===== src/rtl/irq_status_pkg.sv =====
package irq_status_pkg;
  typedef enum logic [1:0] {
    SEL_NONE = 2'd0,
    SEL_STAT = 2'd1,
    SEL_MASK = 2'd2
  } reg_sel_e;

  // Merge a write result: full width, or only the lower half.
  function automatic logic [31:0] half_merge(input logic [31:0] old_v,
                                             input logic [31:0] new_v,
                                             input logic wide);
    half_merge = wide ? new_v : {old_v[31:16], new_v[15:0]};
  endfunction
endpackage


===== src/rtl/irq_bus_decode.sv =====
module irq_bus_decode
  import irq_status_pkg::*;
#(
  parameter int          AW       = 16,
  parameter logic [AW-1:0] STAT_OFF = 16'h1070,
  parameter logic [AW-1:0] MASK_OFF = 16'h1074
) (
  input  logic          en_i,
  input  logic          we_i,
  input  logic [AW-1:0] addr_i,
  output reg_sel_e      sel_o,
  output logic          wr_stat_o,
  output logic          wr_mask_o
);
  always_comb begin
    sel_o = SEL_NONE;
    if (en_i && addr_i == STAT_OFF) sel_o = SEL_STAT;
    else if (en_i && addr_i == MASK_OFF) sel_o = SEL_MASK;
  end

  assign wr_stat_o = we_i && (sel_o == SEL_STAT);
  assign wr_mask_o = we_i && (sel_o == SEL_MASK);
endmodule


===== src/rtl/irq_status_reg.sv =====
module irq_status_reg
  import irq_status_pkg::*;
#(
  parameter int            DW       = 32,
  parameter logic [DW-1:0] HOLD_VEC = 32'h0000_0280
) (
  input  logic          clk_i,
  input  logic          rst_ni,
  input  logic          wr_i,
  input  logic          wide_i,
  input  logic [DW-1:0] wdata_i,
  input  logic [DW-1:0] mask_i,
  input  logic [DW-1:0] req_i,
  output logic [DW-1:0] stat_d_o,
  output logic [DW-1:0] stat_q_o
);
  logic [DW-1:0] stat_q, acked, kept;

  // Hold sources re-asserted before the acknowledge AND.
  assign acked = (stat_q | HOLD_VEC) & mask_i & wdata_i;
  assign kept  = wr_i ? half_merge(stat_q, acked, wide_i) : stat_q;
  assign stat_d_o = kept | req_i;  // set beats clear

  always_ff @(posedge clk_i or negedge rst_ni) begin
    if (!rst_ni) stat_q <= HOLD_VEC;
    else         stat_q <= stat_d_o;
  end

  assign stat_q_o = stat_q;
endmodule


===== src/rtl/irq_mask_reg.sv =====
module irq_mask_reg
  import irq_status_pkg::*;
#(
  parameter int DW = 32
) (
  input  logic          clk_i,
  input  logic          rst_ni,
  input  logic          wr_i,
  input  logic          wide_i,
  input  logic [DW-1:0] wdata_i,
  output logic [DW-1:0] mask_d_o,
  output logic [DW-1:0] mask_q_o
);
  logic [DW-1:0] mask_q;

  assign mask_d_o = wr_i ? half_merge(mask_q, wdata_i, wide_i) : mask_q;

  always_ff @(posedge clk_i or negedge rst_ni) begin
    if (!rst_ni) mask_q <= '0;
    else         mask_q <= mask_d_o;
  end

  assign mask_q_o = mask_q;
endmodule


===== src/rtl/irq_out.sv =====
module irq_out #(
  parameter int DW = 32
) (
  input  logic          clk_i,
  input  logic          rst_ni,
  input  logic [DW-1:0] stat_d_i,
  input  logic [DW-1:0] mask_d_i,
  output logic          irq_o
);
  // Computed from next-state values so irq tracks the register edge.
  always_ff @(posedge clk_i or negedge rst_ni) begin
    if (!rst_ni) irq_o <= 1'b0;
    else         irq_o <= |(stat_d_i & mask_d_i);
  end
endmodule


===== src/rtl/irq_status_ctrl.sv =====
module irq_status_ctrl
  import irq_status_pkg::*;
#(
  parameter int            AW          = 16,
  parameter int            DW          = 32,
  parameter logic [AW-1:0] STAT_OFF    = 16'h1070,
  parameter logic [AW-1:0] MASK_OFF    = 16'h1074,
  parameter int            DMA_BIT     = 3,
  parameter int            SER_BIT     = 7,
  parameter int            SND_BIT     = 9,
  parameter bit            SER_HOLD_EN = 1'b1,
  parameter bit            SND_HOLD_EN = 1'b1
) (
  input  logic          clk_i,
  input  logic          rst_ni,
  input  logic          bus_en_i,
  input  logic          bus_we_i,
  input  logic          bus_wide_i,
  input  logic [AW-1:0] bus_addr_i,
  input  logic [DW-1:0] bus_wdata_i,
  output logic [DW-1:0] bus_rdata_o,
  input  logic [DW-1:0] req_i,
  input  logic          dma_req_i,
  output logic          irq_o
);
  localparam int            HW       = DW / 2;
  localparam logic [DW-1:0] HOLD_VEC = (DW'(SER_HOLD_EN) << SER_BIT)
                                     | (DW'(SND_HOLD_EN) << SND_BIT);

  reg_sel_e      sel;
  logic          wr_stat, wr_mask;
  logic [DW-1:0] req_all, stat_d, stat_q, mask_d, mask_q, rd_full;

  assign req_all = req_i | (DW'(dma_req_i) << DMA_BIT);

  irq_bus_decode #(.AW(AW), .STAT_OFF(STAT_OFF), .MASK_OFF(MASK_OFF)) u_dec (
    .en_i(bus_en_i), .we_i(bus_we_i), .addr_i(bus_addr_i),
    .sel_o(sel), .wr_stat_o(wr_stat), .wr_mask_o(wr_mask)
  );

  irq_status_reg #(.DW(DW), .HOLD_VEC(HOLD_VEC)) u_stat (
    .clk_i, .rst_ni, .wr_i(wr_stat), .wide_i(bus_wide_i),
    .wdata_i(bus_wdata_i), .mask_i(mask_q), .req_i(req_all),
    .stat_d_o(stat_d), .stat_q_o(stat_q)
  );

  irq_mask_reg #(.DW(DW)) u_mask (
    .clk_i, .rst_ni, .wr_i(wr_mask), .wide_i(bus_wide_i),
    .wdata_i(bus_wdata_i), .mask_d_o(mask_d), .mask_q_o(mask_q)
  );

  irq_out #(.DW(DW)) u_irq (
    .clk_i, .rst_ni, .stat_d_i(stat_d), .mask_d_i(mask_d), .irq_o(irq_o)
  );

  always_comb begin
    case (sel)
      SEL_STAT: rd_full = stat_q;
      SEL_MASK: rd_full = mask_q;
      default:  rd_full = '0;
    endcase
  end

  assign bus_rdata_o = bus_wide_i ? rd_full : {{(DW-HW){1'b0}}, rd_full[HW-1:0]};
endmodule


===== config.mk =====
export PLATFORM = sky130hd
export DESIGN_NAME = irq_status_ctrl
export DESIGN_NICKNAME = d
export VERILOG_FILES = /design/src/rtl/irq_status_pkg.sv /design/src/rtl/irq_bus_decode.sv /design/src/rtl/irq_status_reg.sv /design/src/rtl/irq_mask_reg.sv /design/src/rtl/irq_out.sv /design/src/rtl/irq_status_ctrl.sv
export SDC_FILE = /design/constraint.sdc
export NUM_CORES = 1
export LEC_CHECK = 0
export CORE_MARGIN = 2
export CORE_UTILIZATION = 40
export DETAILED_ROUTE_END_ITERATION = 10
export DONT_BUFFER_PORTS = 1
export PLACE_DENSITY = 0.65
export SETUP_SLACK_MARGIN = 0.15
export SLEW_MARGIN = 20
export SYNTH_ARGS = -nofsm -noshare
export SYNTH_HDL_FRONTEND = slang
export SYNTH_SLANG_ARGS = --single-unit

===== constraint.sdc =====
create_clock -name clk_i -period 2.8 [get_ports clk_i]
set_input_delay 0.14 -clock clk_i [delete_from_list [all_inputs] [get_ports clk_i]]
set_output_delay 0.14 -clock clk_i [all_outputs]
set_load 0.005 [all_outputs]

==> results of run 1 <==
-- what timing repair did --
action | in CTS | in global routing
buffers inserted | 0 | 1
hold buffers | 79 | 0
endpoints found under the setup margin | 0 | 1
hold endpoints to repair | 129 | 0
-- metal layers --
metal / share of wire / vias to the layer above / wire, um / track usage
met4: 0.020 / 0 / 262 / 0.0859
met2: 0.49 / 140 / 6270 / 0.391
met3: 0.068 / 19 / 869 / 0.0623
met1: 0.42 / 1968 / 5450 / 0.313
met5: 0 / - / 0 / 0
li1: - / 1896 / - / -
-- registers in the layout, indices dropped and copies added, names as in the netlist --
name             flops
u_irq.irq_o          1
u_stat.stat_q_o     32
u_mask.mask_q_o     32
-- power groups by stage --
stage | logic [mW] | registers (mW) | clock network [mW]
2_1_floorplan | 0.0691 | 0.957 | 0
3_3_place_gp | 0.0649 | 0.957 | 0
3_5_place_dp | 0.0644 | 0.957 | 0
4_1_cts | 0.167 | 0.939 | 0.812
5_1_grt | 0.181 | 0.938 | 0.859
6_report | 0.167 | 0.939 | 0.805
-- Yosys cell counts, drive strengths merged (2+ instances only) --
cell | instances | share of area
nand3 | 4 | 0.0050
dfstp | 2 | 0.013
a21bo | 2 | 0.0050
buf | 11 | 0.019
and4bb | 2 | 0.0072
o22ai | 2 | 0.0031
clkbuf | 15 | 0.014
a31oi | 2 | 0.0031
nor2 | 61 | 0.059
inv | 3 | 0.0028
nor4b | 4 | 0.010
a41oi | 10 | 0.022
a22oi | 3 | 0.0056
a21o | 29 | 0.055
nor4 | 8 | 0.014
a21oi | 40 | 0.050
a22o | 2 | 0.0044
o21ai | 4 | 0.0060
nand4 | 4 | 0.0063
mux2i | 32 | 0.080
and3 | 3 | 0.0060
and2 | 3 | 0.0047
or4 | 2 | 0.0038
nand2 | 160 | 0.15
dfrtp | 63 | 0.40
a211oi | 14 | 0.026
-- logic make-up (layout without fill, tap and decap cells) --
| logic type | count (synthesis) | count (layout) |
|---|---|---|
| AND/OR/NAND/NOR | 256 | 256 |
| AO/OA/AOI/OAI | 114 | 114 |
| flip-flops | 65 | 65 |
| multiplexers | 33 | 33 |
| buffers and inverters | 29 | 116 |
-- final cells by class --
type	instances	area, sq um
clock buffer	13	149
multi-input combinational	403	2220
clock inverter	3	40.0
inverter	3	11.3
sequential	65	1630
timing repair buffer	97	956
tap	133	166
fill	931	4550
-- worst paths after layout --
| check | start | end | slack [ns] | depth (start not counted) |
|---|---|---|---|---|
| max | bus_addr_i[14] | u_irq.irq_o | 0.34 | 7 |
| min reg2reg | u_stat.stat_q_o[28] | u_stat.stat_q_o[28] | 0.51 | 1 |
| min | bus_wdata_i[27] | u_stat.stat_q_o[27] | 0.007 | 3 |
| min in group asynchronous | rst_ni | u_mask.mask_q_o[25] | 0.35 | 2 |
| max in group asynchronous | rst_ni | u_stat.stat_q_o[9] | 2.14 | 2 |
| max reg2reg | u_mask.mask_q_o[15] | u_irq.irq_o | 0.46 | 7 |
-- worst register-to-register path, stage by stage, from the launching register on --
cell                       delay (ns)
sky130_fd_sc_hd__dfrtp_1         0.41
sky130_fd_sc_hd__a21oi_1         0.12
sky130_fd_sc_hd__a211oi_1        0.06
sky130_fd_sc_hd__nor4_1          0.34
sky130_fd_sc_hd__buf_4           0.17
sky130_fd_sc_hd__nand4_1         0.10
sky130_fd_sc_hd__or4_1           0.50
sky130_fd_sc_hd__or4_1           0.52
==> implementation parameters, run 1 <==
Parameter                              Value

Status
  Outcome    finished clean

Yosys
  Post-Synthesis Mean Instance Area    around 8 sq um
  Largest family of logic cells by synthesized area    simple AND/OR/NAND/NOR gates
  Most used flip-flop cell after synthesis    sky130_fd_sc_hd__dfrtp_1
  Compound-gate portion of the synthesized area    0.195
  Async SR Flop Fraction    1.00
  Fraction of the yosys area taken by sequential cells    0.409
  Cell count after synthesis    497
  Xor/xnor cell area share of the yosys netlist    0
  Synthesized net count    ~580
  EDFF count, synth    0
  Total standard cell area after synthesis    approximately 0.0040 sq mm
  Multiplexer share of the synthesized area    0.0832
  Unique masters post-synth    48
  Synth warnings    0
  Yosys reg bits    65
  Adder-cell share of the synthesized area    0
  Share of synthesized cell area in and, or, nand and nor gates    0.277

Clock tree
  Clock buffer count from CTS    9
  Clock tree from TritonCTS    yes
  CTS H-tree depth    3
  Post-CTS sizing    0
  Clock sink count    65
  Clock transition at path regs    roughly 0.070 ns
  Cell at the root of the clock tree    sky130_fd_sc_hd__clkbuf_8
  Skew-Pair Late Insertion Delay    0.35 ns
  Clk buf depth    2

Timing
  Final Hold Fails    0
  Clock period minus worst slack    2.46 ns
  Slew of the pin with the lowest slew margin    0.769 ns
  Headroom to the max-slew limit    0.486
  Final setup violation count    0
  Final critical-path setup slack    ~0.34 ns
  Final Max Tran Viols    0
  Worst Clk Skew    around 0.0058 ns
  Final cycle utilization of the critical path    0.879
  Worst hold slack across all endpoints    between 0.007 and 0.008 ns
  Setup repair after global routing missed its margin    false
  Maximum clock rate    406 MHz
  Total negative slack    0 ns

Detailed routing
  Detail-routed net length per standard cell    roughly 18 um
  Remaining DRCs    0
  Overall routed net length    12.8 mm
  Number of vias per cell after detailed routing    around 5.6
  Initial detailed-routing violation count    between 200 and 250
  Antenna Violating Nets Remaining    0
  Count of TritonRoute iterations in the first routing pass    6
  Via count    between 4000 and 5000

Global route
  Overall routing resource usage    0.242
  Number of antenna violations at the first check in global routing    0
  Maximum number of pins on one net before global-route repair    66
  Total overflow reported by the global router    0
  Via count of the first global-routing pass    roughly 4100
  First-pass GRT wire length    roughly 21 mm

Cells and area
  Most frequent cells in the layout    sky130_fd_sc_hd__nand2_1, sky130_fd_sc_hd__dlygate4sd3_1, sky130_fd_sc_hd__dfrtp_1
  Non-filler cells, final    around 720
  Most common cell after layout, fill and taps aside    sky130_fd_sc_hd__nand2_1
  Inserted Diodes    0
  Final core utilization    0.532
  Final instance area    roughly 0.0052 sq mm
  Fraction of layout instances using a drive strength above 1    0.0839
  Nets    ~670
  Layout overhead on the synthesized area    29.8%

Placement
  Worst-case setup slack after placement    -0.190 ns
  HPWL reported at the end of detailed placement    between 8 and 9 mm
  Final RePlAce weighted congestion    0.833
  Post-Place Cells    621
  Number of port buffers    0
  Post-detailed-placement cell area    0.00416 sq mm

Critical path
  Start-to-end type of the worst setup path    in -> reg
  Crit path top cell by count    sky130_fd_sc_hd__or4_1
  Buffers plus inverters on the worst setup path    0
  CP delay by family, top    simple AND/OR/NAND/NOR gates
  Cells along the critical path    nor4b_1 -> and4_1 -> a41oi_1 -> a22o_1 -> a211o_1 -> or4_1 -> or4_1
  Crit path max fanout    9
  Nature of the critical path startpoint    input port
  Worst Setup End Kind    flip-flop
  CP max stage cell    sky130_fd_sc_hd__or4_1
  Data arrival time of the critical path    2.69 ns
  Critical Path RT    3.03 ns
  Maximum single-stage delay on the critical path    roughly 0.52 ns

Pwr
  Total power after layout    around 1.9 mW
  Switching Fraction    0.230
  Clock network fraction of total power    0.421
  Logic gate share of total power    0.088
  NetSw    0.439 mW
  Worst IR drop on VDD    258 uV
  Cell Pwr Density    roughly 370 mW/mm^2
  Cell internal power dissipation    approximately 1.5 mW
  Leakage power of the design    2.13 nW
  Sequential cell fraction of total power    0.491

Worst hold path
  Worst hold path class    in -> reg

Floorplan
  Initial Util    0.410
  Area enclosed by the die boundary    between 0.01 and 0.015 sq mm
  Row count    36
  Ports placed on the boundary    between 100 and 150
  Die X    104 um
  Floorplan core area    about 0.0097 sq mm
  Height of the die    104 um

Job
  Maxcap violations    0
Note: power is estimated with default switching activity, not from simulation.
==> run 2: changes to the inputs <==
CORE_UTILIZATION = 42   (was 40)
PLACE_DENSITY = 0.67   (was 0.65)
clock period = 2.7 ns   (was 2.8 ns; I/O delays follow)
==> run 2 against run 1 <==
Net effect:
- die area is 4.6% lower
- worst hold slack gained 0.010 ns
- clock skew up 0.0032 ns
- register-to-register slack worse by 0.15 ns
- total power increased by 2.9%
- highest routed layer unchanged
- largest power group unchanged
- clock power rose by 1%
- via count decreased by 0.32%
- sequential share of layout area hardly changed
- clock-buffer cell count unchanged
==> implementation parameters, run 2 (same netlist as run 1, synthesis figures left out) <==
Parameter                              Value

Detailed routing
  Detail-routed net length per standard cell    18.1 um (+0.80%)
  Initial detailed-routing violation count    322 (+35%)
  Number of vias per cell after detailed routing    5.62 (+0.24%)
  Overall routed net length    12.9 mm (+0.23%)
  Count of TritonRoute iterations in the first routing pass    4 (-2)
  Remaining DRCs    0 (unchanged)
  Antenna Violating Nets Remaining    0 (unchanged)
  Via count    4010 (-0.32%)

Cells and area
  Final core utilization    0.559 (+0.0273)
  Most common cell after layout, fill and taps aside    sky130_fd_sc_hd__nand2_1
  Inserted Diodes    0 (unchanged)
  Layout overhead on the synthesized area    29.6%
  Fraction of layout instances using a drive strength above 1    0.111 (+0.0274)
  Nets    665 (unchanged)
  Most frequent cells in the layout    sky130_fd_sc_hd__nand2_1, sky130_fd_sc_hd__dlygate4sd3_1, sky130_fd_sc_hd__dfrtp_1

Clock tree
  Clock tree from TritonCTS    yes
  Cell at the root of the clock tree    sky130_fd_sc_hd__clkbuf_8
  Clk buf depth    2 (unchanged)
  CTS H-tree depth    3 (unchanged)
  Clock buffer count from CTS    9 (unchanged)
  Clock sink count    65 (unchanged)
  Skew-Pair Late Insertion Delay    0.33 ns (-0.02 ns)
  Clock transition at path regs    0.06 ns (about the same)

Critical path
  CP delay by family, top    simple AND/OR/NAND/NOR gates
  Critical Path RT    2.90 ns (-0.13 ns)
  Critical R2R Capture    u_irq.irq_o
  Crit path max fanout    6 (-3)
  Buffers plus inverters on the worst setup path    2 (+2)
  Startpoint of the lowest-slack register-to-register path    u_mask.mask_q_o[15]
  Nature of the critical path startpoint    input port
  Maximum single-stage delay on the critical path    0.52 ns (about the same)
  Worst Setup End Kind    flip-flop
  Crit path top cell by count    sky130_fd_sc_hd__or4_1
  Worst reg2reg setup slack    0.31 ns (-0.15 ns)
  CP max stage cell    sky130_fd_sc_hd__or4_1
  Number of cell instances on the worst register-to-register path    7 (unchanged)
  Start-to-end type of the worst setup path    in -> reg
  Data arrival time of the critical path    2.63 ns (-0.06 ns)
  Cells along the critical path    nor4b_4 -> nand3_2 -> nor2_4 -> buf_12 -> buf_4 -> a211oi_1 -> nor4_1 -> nand4_1 -> or4_1 -> or4_1

Timing
  Final critical-path setup slack    0.272 ns (-0.0656 ns)
  Setup repair after global routing missed its margin    false
  Final cycle utilization of the critical path    0.899
  Worst hold slack across all endpoints    0.0175 ns (+0.0105 ns)
  Headroom to the max-slew limit    0.493 (+0.00639)
  Final setup violation count    0 (unchanged)
  Maximum clock rate    around 410 MHz
  Slew of the pin with the lowest slew margin    0.759 ns (-0.00956 ns)
  Final Hold Fails    0 (unchanged)
  Clock period minus worst slack    between 2 and 2.5 ns
  Final Max Tran Viols    0 (unchanged)
  Total negative slack    0 ns (unchanged)
  Worst Clk Skew    0.00898 ns (+0.00316 ns)

Global route
  Maximum number of pins on one net before global-route repair    66 (unchanged)
  Routing usage on met3    0.0621 (-0.000192)
  Number of antenna violations at the first check in global routing    0 (unchanged)
  Total overflow reported by the global router    0 (unchanged)
  First-pass GRT wire length    20.5 mm (-2.3%)
  Via count of the first global-routing pass    4281 (+4.2%)
  Met1 global-route usage    0.329 (+0.0153)
  Busiest layer in global routing    met2
  Overall routing resource usage    0.256 (+0.0143)
  GR Util met2    0.413 (+0.0221)

Worst hold path
  Worst hold path class    in -> reg
  Hold-critical path endpoint    u_stat.stat_q_o[9]
  Worst hold path stage count    1 (-2)
  Hold path start    req_i[9]

Floorplan
  Ports placed on the boundary    119 (unchanged)
  Row count    35 (-2.8%)
  Die X    101 um (-2.3%)
  Height of the die    101 um (-2.3%)
  Area enclosed by the die boundary    0.0103 sq mm (-4.6%)
  Initial Util    0.432 (+0.0217)
  Floorplan core area    0.00924 sq mm (-5.0%)

Status
  Outcome    finished clean

Placement
  Number of port buffers    0 (unchanged)
  Worst-case setup slack after placement    -0.301 ns (-0.111 ns)
  HPWL reported at the end of detailed placement    8.33 mm (-1.3%)
  Final RePlAce weighted congestion    0.805 (-3.4%)

Pwr
  Cell Pwr Density    380 mW/mm^2 (+3.0%)
  Leakage power of the design    2.18 nW (+2.4%)
  Worst IR drop on VDD    242 uV (-6.4%)
  Total power after layout    1.97 mW (+2.9%)

Job
  Maxcap violations    0 (unchanged)
[run 2: layout make-up]
cell class	instances	area [sq um]
Clock buffer	13	149
Clock inverter	3	40.0
Fill cell	838	4070
Inverter	3	11.3
Multi-Input combinational cell	403	2250
Sequential cell	65	1630
Tap cell	129	161
Timing Repair Buffer	97	923
[run 2: metal layers]
layer  share of wire  vias to the layer above
met2            0.48                      161
li1                -                     1886
met1            0.42                     1939
met5               0                        -
met3           0.074                       24
met4           0.021                        0
[run 2: worst max-delay path by stage]
stage,from,cells past startpoint,to
floorplan,bus_addr_i[7],8,u_irq.irq_o
global placement,bus_addr_i[10],9,u_irq.irq_o
detailed placement,bus_addr_i[10],9,u_irq.irq_o
CTS,bus_addr_i[7],10,u_irq.irq_o
global route,bus_addr_i[10],10,u_irq.irq_o
finish,bus_addr_i[10],10,u_irq.irq_o
[run 2: where the power goes]
part	switching (mW)	total, mW	internal [mW]
clock	0.366	0.816	0.451
combinational	0.0715	0.176	0.105
sequential	0.000151	0.974	0.974
[run 2: repair_timing]
action / CTS / global route
hold buffers: 66 / 0
buffers inserted: 3 / 1
gates resized for setup: 0 / 6
pin swaps: 1 / 4
hold endpoints to repair: 128 / 0
setup endpoints to repair: 1 / 1
[run 2: worst reg2reg max path, delay by kind of cell (launching register included)]
family / cells / cell delay (ns)
and+or+nand+nor: 4 / 1.49
DFF: 1 / 0.41
AOI/OAI and AO/OA: 2 / 0.20
buffers and inverters: 1 / 0.17
[run 2: metrics by stage]
stage | area (sq um) | instances
2_1_floorplan | 3990 | 497
3_3_place_gp | 4230 | 627
3_5_place_dp | 4230 | 627
4_1_cts | 5120 | 712
5_1_grt | 5170 | 713
6_report | 5170 | 713
